$ cat src/rtl/stdp_pkg.sv
package stdp_pkg;
  localparam int WW    = 16;                   // weight word, Q8.8
  localparam int TBL_N = 30;                   // timing table depth
  localparam int AW    = $clog2(TBL_N + 1);    // age counter width, holds TBL_N

  typedef logic signed [WW-1:0] wgt_t;
  typedef logic [AW-1:0]        age_t;
  typedef wgt_t                 tbl_t [TBL_N];
endpackage

$ cat src/rtl/stdp_age.sv
module stdp_age
  import stdp_pkg::*;
#(
  parameter int N = 8
) (
  input  logic             clk,
  input  logic             rst_n,
  input  logic             step,
  input  logic             clear,
  input  logic [N-1:0]     spk,
  output age_t [N-1:0]     age,
  output logic [N-1:0]     seen
);
  localparam age_t MAXA = age_t'(TBL_N);

  for (genvar g = 0; g < N; g++) begin : g_ch
    age_t age_q, age_d;
    logic seen_q, seen_d;

    always_comb begin
      age_d  = age_q;
      seen_d = seen_q;
      if (clear) begin
        age_d  = MAXA;
        seen_d = 1'b0;
      end else if (step) begin
        if (spk[g]) begin
          age_d  = '0;
          seen_d = 1'b1;
        end else if (age_q != MAXA) begin
          age_d  = age_q + 1'b1;
        end
      end
    end

    always_ff @(posedge clk or negedge rst_n) begin
      if (!rst_n) begin
        age_q  <= MAXA;
        seen_q <= 1'b0;
      end else begin
        age_q  <= age_d;
        seen_q <= seen_d;
      end
    end

    assign age[g]  = age_q;
    assign seen[g] = seen_q;


    age_cap_chk: assert property (@(posedge clk) disable iff (!rst_n)
      age_q <= MAXA);

    age_zero_chk: assert property (@(posedge clk) disable iff (!rst_n)
      step && !clear && spk[g] |=> age_q == '0);
  end
endmodule

$ cat src/rtl/stdp_delta.sv
module stdp_delta
  import stdp_pkg::*;
#(
  parameter tbl_t POS_TBL    = '{default: '0},
  parameter tbl_t NEG_TBL    = '{default: '0},
  parameter int   DMAX       = 16,
  parameter int   LOSE_DEC   = 8,
  parameter int   SILENT_DEC = 4
) (
  input  logic is_win,
  input  logic pre_now,
  input  logic post_now,
  input  logic loser,
  input  logic silent,
  input  age_t pre_age,
  input  age_t post_age,
  output wgt_t delta
);
  localparam int AccW = WW + 2;
  localparam logic signed [AccW-1:0] HI = AccW'(DMAX);
  localparam logic signed [AccW-1:0] LO = -AccW'(DMAX);

  logic signed [AccW-1:0] acc;

  always_comb begin
    acc = '0;
    if (is_win && post_now && pre_age < age_t'(TBL_N))
      acc = acc + AccW'(POS_TBL[pre_age]);
    if (is_win && pre_now && !post_now && post_age != '0 && post_age < age_t'(TBL_N))
      acc = acc - AccW'(NEG_TBL[post_age]);
    if (loser)
      acc = acc - AccW'(LOSE_DEC);
    if (silent)
      acc = acc - AccW'(SILENT_DEC);
    if (acc > HI)      delta = wgt_t'(HI);
    else if (acc < LO) delta = wgt_t'(LO);
    else               delta = wgt_t'(acc);
  end
endmodule

$ cat src/rtl/stdp_updater.sv
module stdp_updater
  import stdp_pkg::*;
#(
  parameter int   N_IN       = 8,
  parameter int   N_NEU      = 4,
  parameter int   DMAX       = 16,
  parameter int   LOSE_DEC   = 8,
  parameter int   SILENT_DEC = 4,
  parameter int   W_INIT     = 0,
  parameter tbl_t POS_TBL    = '{16'sd154, 16'sd136, 16'sd120, 16'sd106, 16'sd93,
                                 16'sd82,  16'sd73,  16'sd64,  16'sd57,  16'sd50,
                                 16'sd44,  16'sd39,  16'sd34,  16'sd30,  16'sd27,
                                 16'sd24,  16'sd21,  16'sd18,  16'sd16,  16'sd14,
                                 16'sd13,  16'sd11,  16'sd10,  16'sd9,   16'sd8,
                                 16'sd7,   16'sd6,   16'sd5,   16'sd5,   16'sd4},
  parameter tbl_t NEG_TBL    = '{16'sd77,  16'sd63,  16'sd51,  16'sd42,  16'sd35,
                                 16'sd28,  16'sd23,  16'sd19,  16'sd16,  16'sd13,
                                 16'sd10,  16'sd9,   16'sd7,   16'sd6,   16'sd5,
                                 16'sd4,   16'sd3,   16'sd3,   16'sd2,   16'sd2,
                                 16'sd1,   16'sd1,   16'sd1,   16'sd1,   16'sd1,
                                 16'sd1,   16'sd0,   16'sd0,   16'sd0,   16'sd0}
) (
  input  logic                                   clk,
  input  logic                                   rst_n,
  input  logic                                   learn_en,
  input  logic signed [stdp_pkg::WW-1:0]         wmax,
  input  logic signed [stdp_pkg::WW-1:0]         wmin,
  input  logic                                   tu_valid,
  input  logic [N_IN-1:0]                        pre_spk,
  input  logic [N_NEU-1:0]                       post_spk,
  input  logic                                   sample_last,
  output logic                                   busy,
  output logic                                   done,
  input  logic [$clog2(N_IN*N_NEU)-1:0]          rd_addr,
  output logic signed [stdp_pkg::WW-1:0]         rd_data
);
  localparam int N_SYN = N_IN * N_NEU;
  localparam int AddrW = $clog2(N_SYN);
  localparam int NW    = (N_NEU > 1) ? $clog2(N_NEU) : 1;
  localparam int IW    = (N_IN > 1) ? $clog2(N_IN) : 1;
  localparam int AccW  = WW + 2;

  // control state
  logic                busy_q, busy_d, done_q, done_d;
  logic [AddrW-1:0]    sw_idx, sw_idx_d;
  logic [N_IN-1:0]     pre_q, pre_d;
  logic [N_NEU-1:0]    post_q, post_d;
  logic                last_q, last_d, learn_q, learn_d;
  logic [NW-1:0]       win_q, win_d, first_spk;

  wgt_t                wmem [N_SYN];

  age_t [N_IN-1:0]     pre_age;
  age_t [N_NEU-1:0]    post_age;
  logic [N_IN-1:0]     pre_seen;
  logic [N_NEU-1:0]    post_seen;

  logic                accept, sweep_end, wr_en, win_valid;
  logic [NW-1:0]       cur_neu;
  logic [IW-1:0]       cur_inp;
  logic                is_win, loser, silent;
  wgt_t                cur_w, delta, new_w;
  logic signed [AccW-1:0] sum, chg;

  assign accept    = tu_valid && !busy_q;
  assign sweep_end = busy_q && (sw_idx == AddrW'(N_SYN - 1));

  stdp_age #(.N(N_IN)) u_pre_age (
    .clk(clk), .rst_n(rst_n), .step(accept), .clear(sweep_end && last_q),
    .spk(pre_spk), .age(pre_age), .seen(pre_seen));

  stdp_age #(.N(N_NEU)) u_post_age (
    .clk(clk), .rst_n(rst_n), .step(accept), .clear(sweep_end && last_q),
    .spk(post_spk), .age(post_age), .seen(post_seen));

  // lowest-index spiking neuron
  always_comb begin
    first_spk = '0;
    for (int j = N_NEU - 1; j >= 0; j--)
      if (post_spk[j]) first_spk = NW'(j);
  end

  always_comb begin
    busy_d   = busy_q;
    done_d   = 1'b0;
    sw_idx_d = sw_idx;
    pre_d    = pre_q;
    post_d   = post_q;
    last_d   = last_q;
    learn_d  = learn_q;
    win_d    = win_q;
    if (accept) begin
      busy_d   = 1'b1;
      sw_idx_d = '0;
      pre_d    = pre_spk;
      post_d   = post_spk;
      last_d   = sample_last;
      learn_d  = learn_en;
      if (!(|post_seen) && (|post_spk)) win_d = first_spk;
    end else if (busy_q) begin
      if (sweep_end) begin
        busy_d = 1'b0;
        done_d = 1'b1;
      end else begin
        sw_idx_d = sw_idx + 1'b1;
      end
    end
  end

  always_ff @(posedge clk or negedge rst_n) begin
    if (!rst_n) begin
      busy_q  <= 1'b0;
      done_q  <= 1'b0;
      sw_idx  <= '0;
      pre_q   <= '0;
      post_q  <= '0;
      last_q  <= 1'b0;
      learn_q <= 1'b0;
      win_q   <= '0;
    end else begin
      busy_q  <= busy_d;
      done_q  <= done_d;
      sw_idx  <= sw_idx_d;
      pre_q   <= pre_d;
      post_q  <= post_d;
      last_q  <= last_d;
      learn_q <= learn_d;
      win_q   <= win_d;
    end
  end

  // per-synapse datapath
  assign cur_neu   = NW'(sw_idx / N_IN);
  assign cur_inp   = IW'(sw_idx % N_IN);
  assign win_valid = |post_seen;
  assign is_win    = win_valid && (cur_neu == win_q);
  assign loser     = win_valid && post_q[cur_neu] && !is_win;
  assign silent    = last_q && !pre_seen[cur_inp];
  assign cur_w     = wmem[sw_idx];

  stdp_delta #(
    .POS_TBL(POS_TBL), .NEG_TBL(NEG_TBL), .DMAX(DMAX),
    .LOSE_DEC(LOSE_DEC), .SILENT_DEC(SILENT_DEC)
  ) u_delta (
    .is_win(is_win), .pre_now(pre_q[cur_inp]), .post_now(post_q[cur_neu]),
    .loser(loser), .silent(silent), .pre_age(pre_age[cur_inp]),
    .post_age(post_age[win_q]), .delta(delta));

  always_comb begin
    sum = AccW'(cur_w) + AccW'(delta);
    if (sum > AccW'(wmax))      new_w = wmax;
    else if (sum < AccW'(wmin)) new_w = wmin;
    else                        new_w = wgt_t'(sum);
  end

  assign wr_en = busy_q && learn_q;
  assign chg   = AccW'(new_w) - AccW'(cur_w);

  always_ff @(posedge clk or negedge rst_n) begin
    if (!rst_n) begin
      for (int k = 0; k < N_SYN; k++) wmem[k] <= wgt_t'(W_INIT);
    end else if (wr_en) begin
      wmem[sw_idx] <= new_w;
    end
  end

  assign rd_data = wmem[rd_addr];
  assign busy    = busy_q;
  assign done    = done_q;


  done_pulse_chk: assert property (@(posedge clk) disable iff (!rst_n)
    done_q |-> !busy_q && $past(busy_q));

  w_range_chk: assert property (@(posedge clk) disable iff (!rst_n)
    wr_en && (wmin <= wmax) |-> (new_w <= wmax) && (new_w >= wmin));

  step_cap_chk: assert property (@(posedge clk) disable iff (!rst_n)
    wr_en && (cur_w <= wmax) && (cur_w >= wmin) |->
      (chg <= AccW'(DMAX)) && (chg >= -AccW'(DMAX)));

  learn_gate_chk: assert property (@(posedge clk) disable iff (!rst_n)
    busy_q && !learn_q |=> wmem[$past(sw_idx)] == $past(cur_w));
endmodule

$ cat config.mk
export PLATFORM = sky130hd
export DESIGN_NAME = stdp_updater
export DESIGN_NICKNAME = d
export VERILOG_FILES = /design/src/rtl/stdp_pkg.sv /design/src/rtl/stdp_age.sv /design/src/rtl/stdp_delta.sv /design/src/rtl/stdp_updater.sv
export SDC_FILE = /design/constraint.sdc
export NUM_CORES = 2
export LEC_CHECK = 0
export ABC_AREA = 1
export BUFFER_PORTS_ARGS = -buffer_cell sky130_fd_sc_hd__buf_2
export CAP_MARGIN = 10
export CORE_UTILIZATION = 25
export CTS_BUF_LIST = sky130_fd_sc_hd__clkbuf_4 sky130_fd_sc_hd__clkbuf_8 sky130_fd_sc_hd__clkbuf_16
export CTS_CLUSTER_DIAMETER = 80
export DETAILED_ROUTE_END_ITERATION = 10
export MAX_ROUTING_LAYER = met4
export REMOVE_ABC_BUFFERS = 1
export SLEW_MARGIN = 40
export SYNTH_ARGS = -nofsm -noshare
export SYNTH_HDL_FRONTEND = slang
export SYNTH_SLANG_ARGS = --single-unit
$ cat constraint.sdc
create_clock -name clk -period 7.99 [get_ports clk]
set_input_delay 1.1985 -clock clk [delete_from_list [all_inputs] [get_ports clk]]
set_output_delay 1.1985 -clock clk [all_outputs]
set_load 0.01 [all_outputs]
Word-level counts from Yosys, hierarchy flattened
Memory sizes are Yosys's and may differ from the RTL's.
Index checks and enable logic that the tools add are counted.

word-level totals
  flip-flop bits (word level) = 607
  bits in read-only memories = 1024
  input port bits = 54
  output and inout port bits = 18
  word-level logic and storage cells = 320
  memories kept = 2

memory list
  name             words  width  read ports  clocked after Yosys merged registers in  wr ports  RTL line          RTL
  (no name shown)  32     16     1           0                                        0         stdp_delta.sv:28  acc = acc + AccW'(POS_TBL[pre_age]);
  (no name shown)  32     16     1           0                                        0         stdp_delta.sv:30  acc = acc - AccW'(NEG_TBL[post_age]);

cells by class
  add/sub/neg operators = 17
  order comparisons = 14
  equal/unequal tests = 15
  multiplexer cells = 128
  bitwise gates (word level) = 4
  reduce and logical (&&, ||, !) cells = 76

operators by type and width
  kind                     count
  $bwmux W512              1
  $mux W5                  53
  $mux W16                 13
  $bmux W16 S5             2
  $demux W16 S5            1
  $mux W18                 4
  $add A5 B1 Y5 const B    13
  $ne A5 B5 Y1 const B     12
  $reduce_and A2 Y1        26
  $mux W1                  45
  $reduce_bool A3 Y1       12
  $reduce_bool A2 Y1       14
  $ge A6 B6 Y1 const B     4
  $not A5 Y6               4
  $gt A18 B6 Y1 const B    1
  $lt A18 B5 Y1 const B    1
  $sub A18 B16 Y18         1
  $sub A18 B4 Y18 const B  1
  $sub A18 B5 Y18 const B  1
  $add A16 B16 Y17         1
  $gt A17 B16 Y1           1
  $lt A17 B16 Y1           1
  $logic_and A1 B1 Y1      16
  $bmux W5 S3              1
  14 further kinds         25

Depth between registers and ports, before layout
  word-level depth = 21
  depth in mapped cells = 69
  gate-level depth less buffers = 66

By module
From an unflattened synthesis, not the netlist that was laid out.

unflattened totals
  cells, all modules = 5777
  area, all modules = 39773.1 um2

modules (own cells, without submodules)
  module                 instances  cells each  area an instance (um2)  sequential area each (um2)
  stdp_updater           1          4772        33255.6                 13387.8
  stdp_age (u_pre_age)   1          427         3040.4                  1241.2
  stdp_delta             1          362         1918.1                  0.0
  stdp_age (u_post_age)  1          216         1559.0                  620.6

Worst setup path after synthesis
OpenSTA, ideal clock, no wires.

  kind = reg-to-reg
  start point = register sw_idx[0]
  end point = register wmem[124] in the netlist's numbering
  setup time = 135 ps
  arrival = 8065 ps
  data required time = 7855 ps
  path slack = -210 ps
  stages on the path, launching flop included = 61
  path buffers = 4
  clock period less this slack = 8200 ps
  cells stage by stage = dfrtp_1 > buf_6 > buf_6 > nand2_1 > nand3_1 > nand3_1 > nand2_1 > ha_1 > nand3_1 > nand3b_1 > nand2_1 > nand3_1 > ha_1 > inv_1 > fa_1 > nand2_1 > nor2_1 > nor2_1 > [25 not listed] > nand2_1 > a22oi_1 > inv_1 > ha_1 > nand2_1 > inv_1 > nand3_1 > a31oi_1 > a2111oi_0 > nand3_1 > nand2_1 > nand2_2 > inv_1 > buf_2 > a21oi_1 > a21oi_1 > clkbuf_1 > o21ai_0

on the way
  longest elaborated chain between the ends = 21
  elaborated cells between the ends (all ways) = 44
  those cells by class = add/sub (4); order compare (7); mux (22); bitwise (2); reduce/logical (8); memory (1)

RTL lines
  item                                         RTL line             RTL
  start: declaration                           stdp_updater.sv:45   logic [AddrW-1:0] sw_idx, sw_idx_d;
  start signal: assignment                     stdp_updater.sv:123  sw_idx <= sw_idx_d;
  $bmux W5 S3                                  stdp_updater.sv:146  .loser(loser), .silent(silent), .pre_age(pre_age[cur_inp]),
  $mux W5 (implied by the code)                stdp_updater.sv:146
  $not A5 Y6 (implied by the code)             stdp_delta.sv:28
  $mem_v2 Z32 W16                              --
  $mux W16 (implied by the code) (2 in a row)  stdp_delta.sv:28
  $mux W18                                     stdp_delta.sv:27     if (is_win && post_now && pre_age < age_t'(TBL_N))
  $sub A18 B16 Y18                             stdp_delta.sv:30
  $mux W18                                     stdp_delta.sv:29     if (is_win && pre_now && !post_now && post_age != '0 && post_age < age_t'(TBL_N))
  [4 not listed]                               --
  $lt A18 B5 Y1                                stdp_delta.sv:36     else if (acc < LO) delta = wgt_t'(LO);
  $mux W16                                     stdp_delta.sv:36
  $mux W16                                     stdp_delta.sv:35     if (acc > HI) delta = wgt_t'(HI);
  $add A16 B16 Y17                             stdp_updater.sv:150  sum = AccW'(cur_w) + AccW'(delta);
  $lt A17 B16 Y1                               stdp_updater.sv:152  else if (sum < AccW'(wmin)) new_w = wmin;
  $mux W16                                     stdp_updater.sv:152
  $mux W16                                     stdp_updater.sv:151  if (sum > AccW'(wmax)) new_w = wmax;
  $bwmux W512 *                                stdp_updater.sv:163  wmem[sw_idx] <= new_w;
  end signal: indexed assignment               stdp_updater.sv:163
  end: declaration                             stdp_updater.sv:51   wgt_t wmem [N_SYN];

Every way passes the cells marked *; elsewhere a longest branch is shown, timed or not. The select of a mux whose other input is x is not followed.
A chain may end at the register's enable or synchronous reset.

Final worst setup path
  start point = register sw_idx[0]
  end point = register wmem[361] in the netlist's numbering

Same word-level chain as after synthesis.

==> results.toml <==
[floorplanning]
num_io_pins = 72
core-area_sq_um = 143000
dieArea_sq_um = 146000
start_util = 0.252
die_w_microns = 382
rows = 139
chipHeight_microns = 382

[worst_setup_path]
worst_setup_path_end_kind = "register"
r2r_cells = 55
cp_slowest_cell = "dfrtp_4"
cp_common_cell = "nand2_1"
path_max_fanout = 16
slowest_delay_ns = 0.57
crit_type = "register to register"
cp.arrival_ns = 8.92
start_kind = "register"
required_ns = 8.52

[final_layout]
multiInputGateArea_sq_um = 19800
regArea_sq_um = 15300
final_layout_size_suffix_gt1_frac = 0.210
syn_to_final_growth_pct = 26.2
fillers = 15099
fin_util = 0.318
nets = 5231

[grt]
antenna_found_initial = 7
grt_pass1_wl_microns = 218000
overflow = 0
grt_max_degree = 157
grt_usage = 0.199
grt_pass1_vias = 34983

[route]
dr.first_iter.drc_count = 5140
totalWireLength_microns = 147000
drc_errors = 0
firstDrtPassIters = 8
wl_per_cell_microns = 20.9
viasPerCell = 5.36
drtAntennaViolNets = 0
vias = 37761

[sta]
timing.slew.headroom = 0.390
drv_slew = 0
worst_slack_ns = -0.402
rsz0062_at_grt = "true"
max_freq_mhz = 119
holdWs_ns = 0.398
hold_viol = 0
tns_ns = -145.66
period_share = 1.05
tightest_slew_ns = 0.915
setup_viol = 512
min_period_ns = 8.39
fin_skew_ns = 0.0678

[logic_synthesis]
avgSynthCellArea_sq_um = 7.42
synth_top_area_cell = "dfrtp_1"
synth_most_common_cell = "o21ai_0"
synth_cell_type_count = 61
synthArstFlopShare = 1.00
synth-edff-count = 0
synth.top_cell.area_share = 0.388
yosys_warnings = 0
synthCells = 4858
ys_top_cells_by_count = "o21ai_0, nand2_1, nor2_1"
syn_area_sq_um = 36100
ys_seq_elements = 607
ys_seq_area_frac = 0.423
ys_top_cells_by_area = "dfrtp_1, o21ai_0, nand2_1"
ys.flop_type = "dfrtp_1"

[run_status]
violations = "setup timing"
status = "finished with violations"

[flow_run]
maxCapViolCount = 0

[clocking]
htree_levels = 3
hold_buffers = 0
ctsRootBufferMaster = "clkbuf_16"
cts_buffers = 71
clkSinkCount = 607
clockBufferDepth = 3
path_clk_slew_ns = 0.06
clk_latency_ns = 0.68
cts_tree = "built"

[placement]
place.gp.congestion = 0.926
hpwl_microns = 85700
io_buffers = 71
dp_slack_ns = -1.03

[worst_hold_path]
min_path_type = "input port to async pin"
-- cell type report --
class,instances,share of cell area
multi-input combinational,3581,0.434
sequential,607,0.335
timing repair buffer,512,0.0971
tap,1903,0.0523
clock buffer,97,0.0453
inverter,298,0.0259
clock inverter,30,0.00918
antenna,11,0.000605
timing repair inverter,2,0.000275
-- layout by cell type (no fill, tap or decap), types with 48 or more instances in the layout --
| cell type | synthesis | layout |
|---|---|---|
| a21oi_1 | 183 | 167 |
| buf_2 | 10 | 68 |
| buf_4 | 2 | 373 |
| clkbuf_16 | 0 | 80 |
| dfrtp_1 | 559 | 556 |
| dfstp_2 | 48 | 48 |
| ha_1 | 102 | 81 |
| inv_1 | 276 | 253 |
| nand2_1 | 923 | 883 |
| nand2_2 | 15 | 48 |
| nand3_1 | 124 | 96 |
| nor2_1 | 572 | 548 |
| o21ai_0 | 1133 | 795 |
| o21ai_1 | 2 | 200 |
| o21ai_2 | 2 | 137 |
| o221ai_1 | 96 | 96 |
| o22ai_1 | 119 | 116 |
-- path summary, 6_finish.rpt --
kind,startpoint,endpoint,slack [ns]
worst max-delay path,sw_idx[0],wmem[361],-0.40
worst min-delay path,rst_n,u_pre_age.g_ch[1].age_q[0],0.40
worst max register to register,sw_idx[0],wmem[361],-0.40
worst min register to register,pre_q[7],pre_q[7],0.48
max in group asynchronous,rst_n,wmem[154],5.98
min in group clk,pre_q[7],pre_q[7],0.48
-- logic make-up (layout without fill, tap and decap cells) --
kind of cell	after synthesis	after routing	synth area share
AO/OA/AOI/OAI	1727	1727	0.270
buffers and inverters	670	939	0.0722
adder cells (fa/ha/maj)	104	104	0.0365
AND/OR/NAND/NOR	1730	1730	0.193
XOR/XNOR	20	20	0.00486
other	0	11	0
flip-flops	607	607	0.423
-- what timing repair did --
action / 4_1_cts / 5_1_grt
cloned: 9 / 11
buffers inserted: 38 / 20
hold endpoints to repair: 0 / 0
endpoints found under the setup margin: 512 / 512
pin swaps: 48 / 76
gates resized for setup: 293 / 427
-- through the flow --
stage,instance area [sq um],std cells
final,45500,7041
after global routing,45500,7039
after CTS,44100,7003
after detailed placement,40600,6831
after global placement,40500,6830
after floorplan,34600,4486
-- sequential cells by signal (all words and copies together), names as in the netlist --
register                flops
win_q                       2
busy                        1
done                        1
u_pre_age.g_ch.age_q       40
u_pre_age.g_ch.seen_q       8
u_post_age.g_ch.seen_q      4
pre_q                       8
u_post_age.g_ch.age_q      20
learn_q                     1
last_q                      1
sw_idx                      5
wmem                      512
post_q                      4
-- routing by layer --
layer,vias up,GRT usage,share of wire
met5,-,-,0
met4,0,0.0777,0.043
met3,373,0.0501,0.11
met2,2048,0.282,0.42
met1,18161,0.269,0.42
li1,17179,-,-
-- critical path: cells and delay by family, from the launching register on --
family | cells | cell delay, ns
DFF | 1 | 0.57
xor gates and xnor gates | 2 | 0.38
and+or+nand+nor | 27 | 3.27
AOI/OAI and AO/OA | 10 | 1.45
buffers and inverters | 11 | 1.30
adders and majority gates | 5 | 1.25
Power is left out: the tool's default activity adds up to more than one toggle a clock period on the data nets, which glitch-free logic cannot reach.
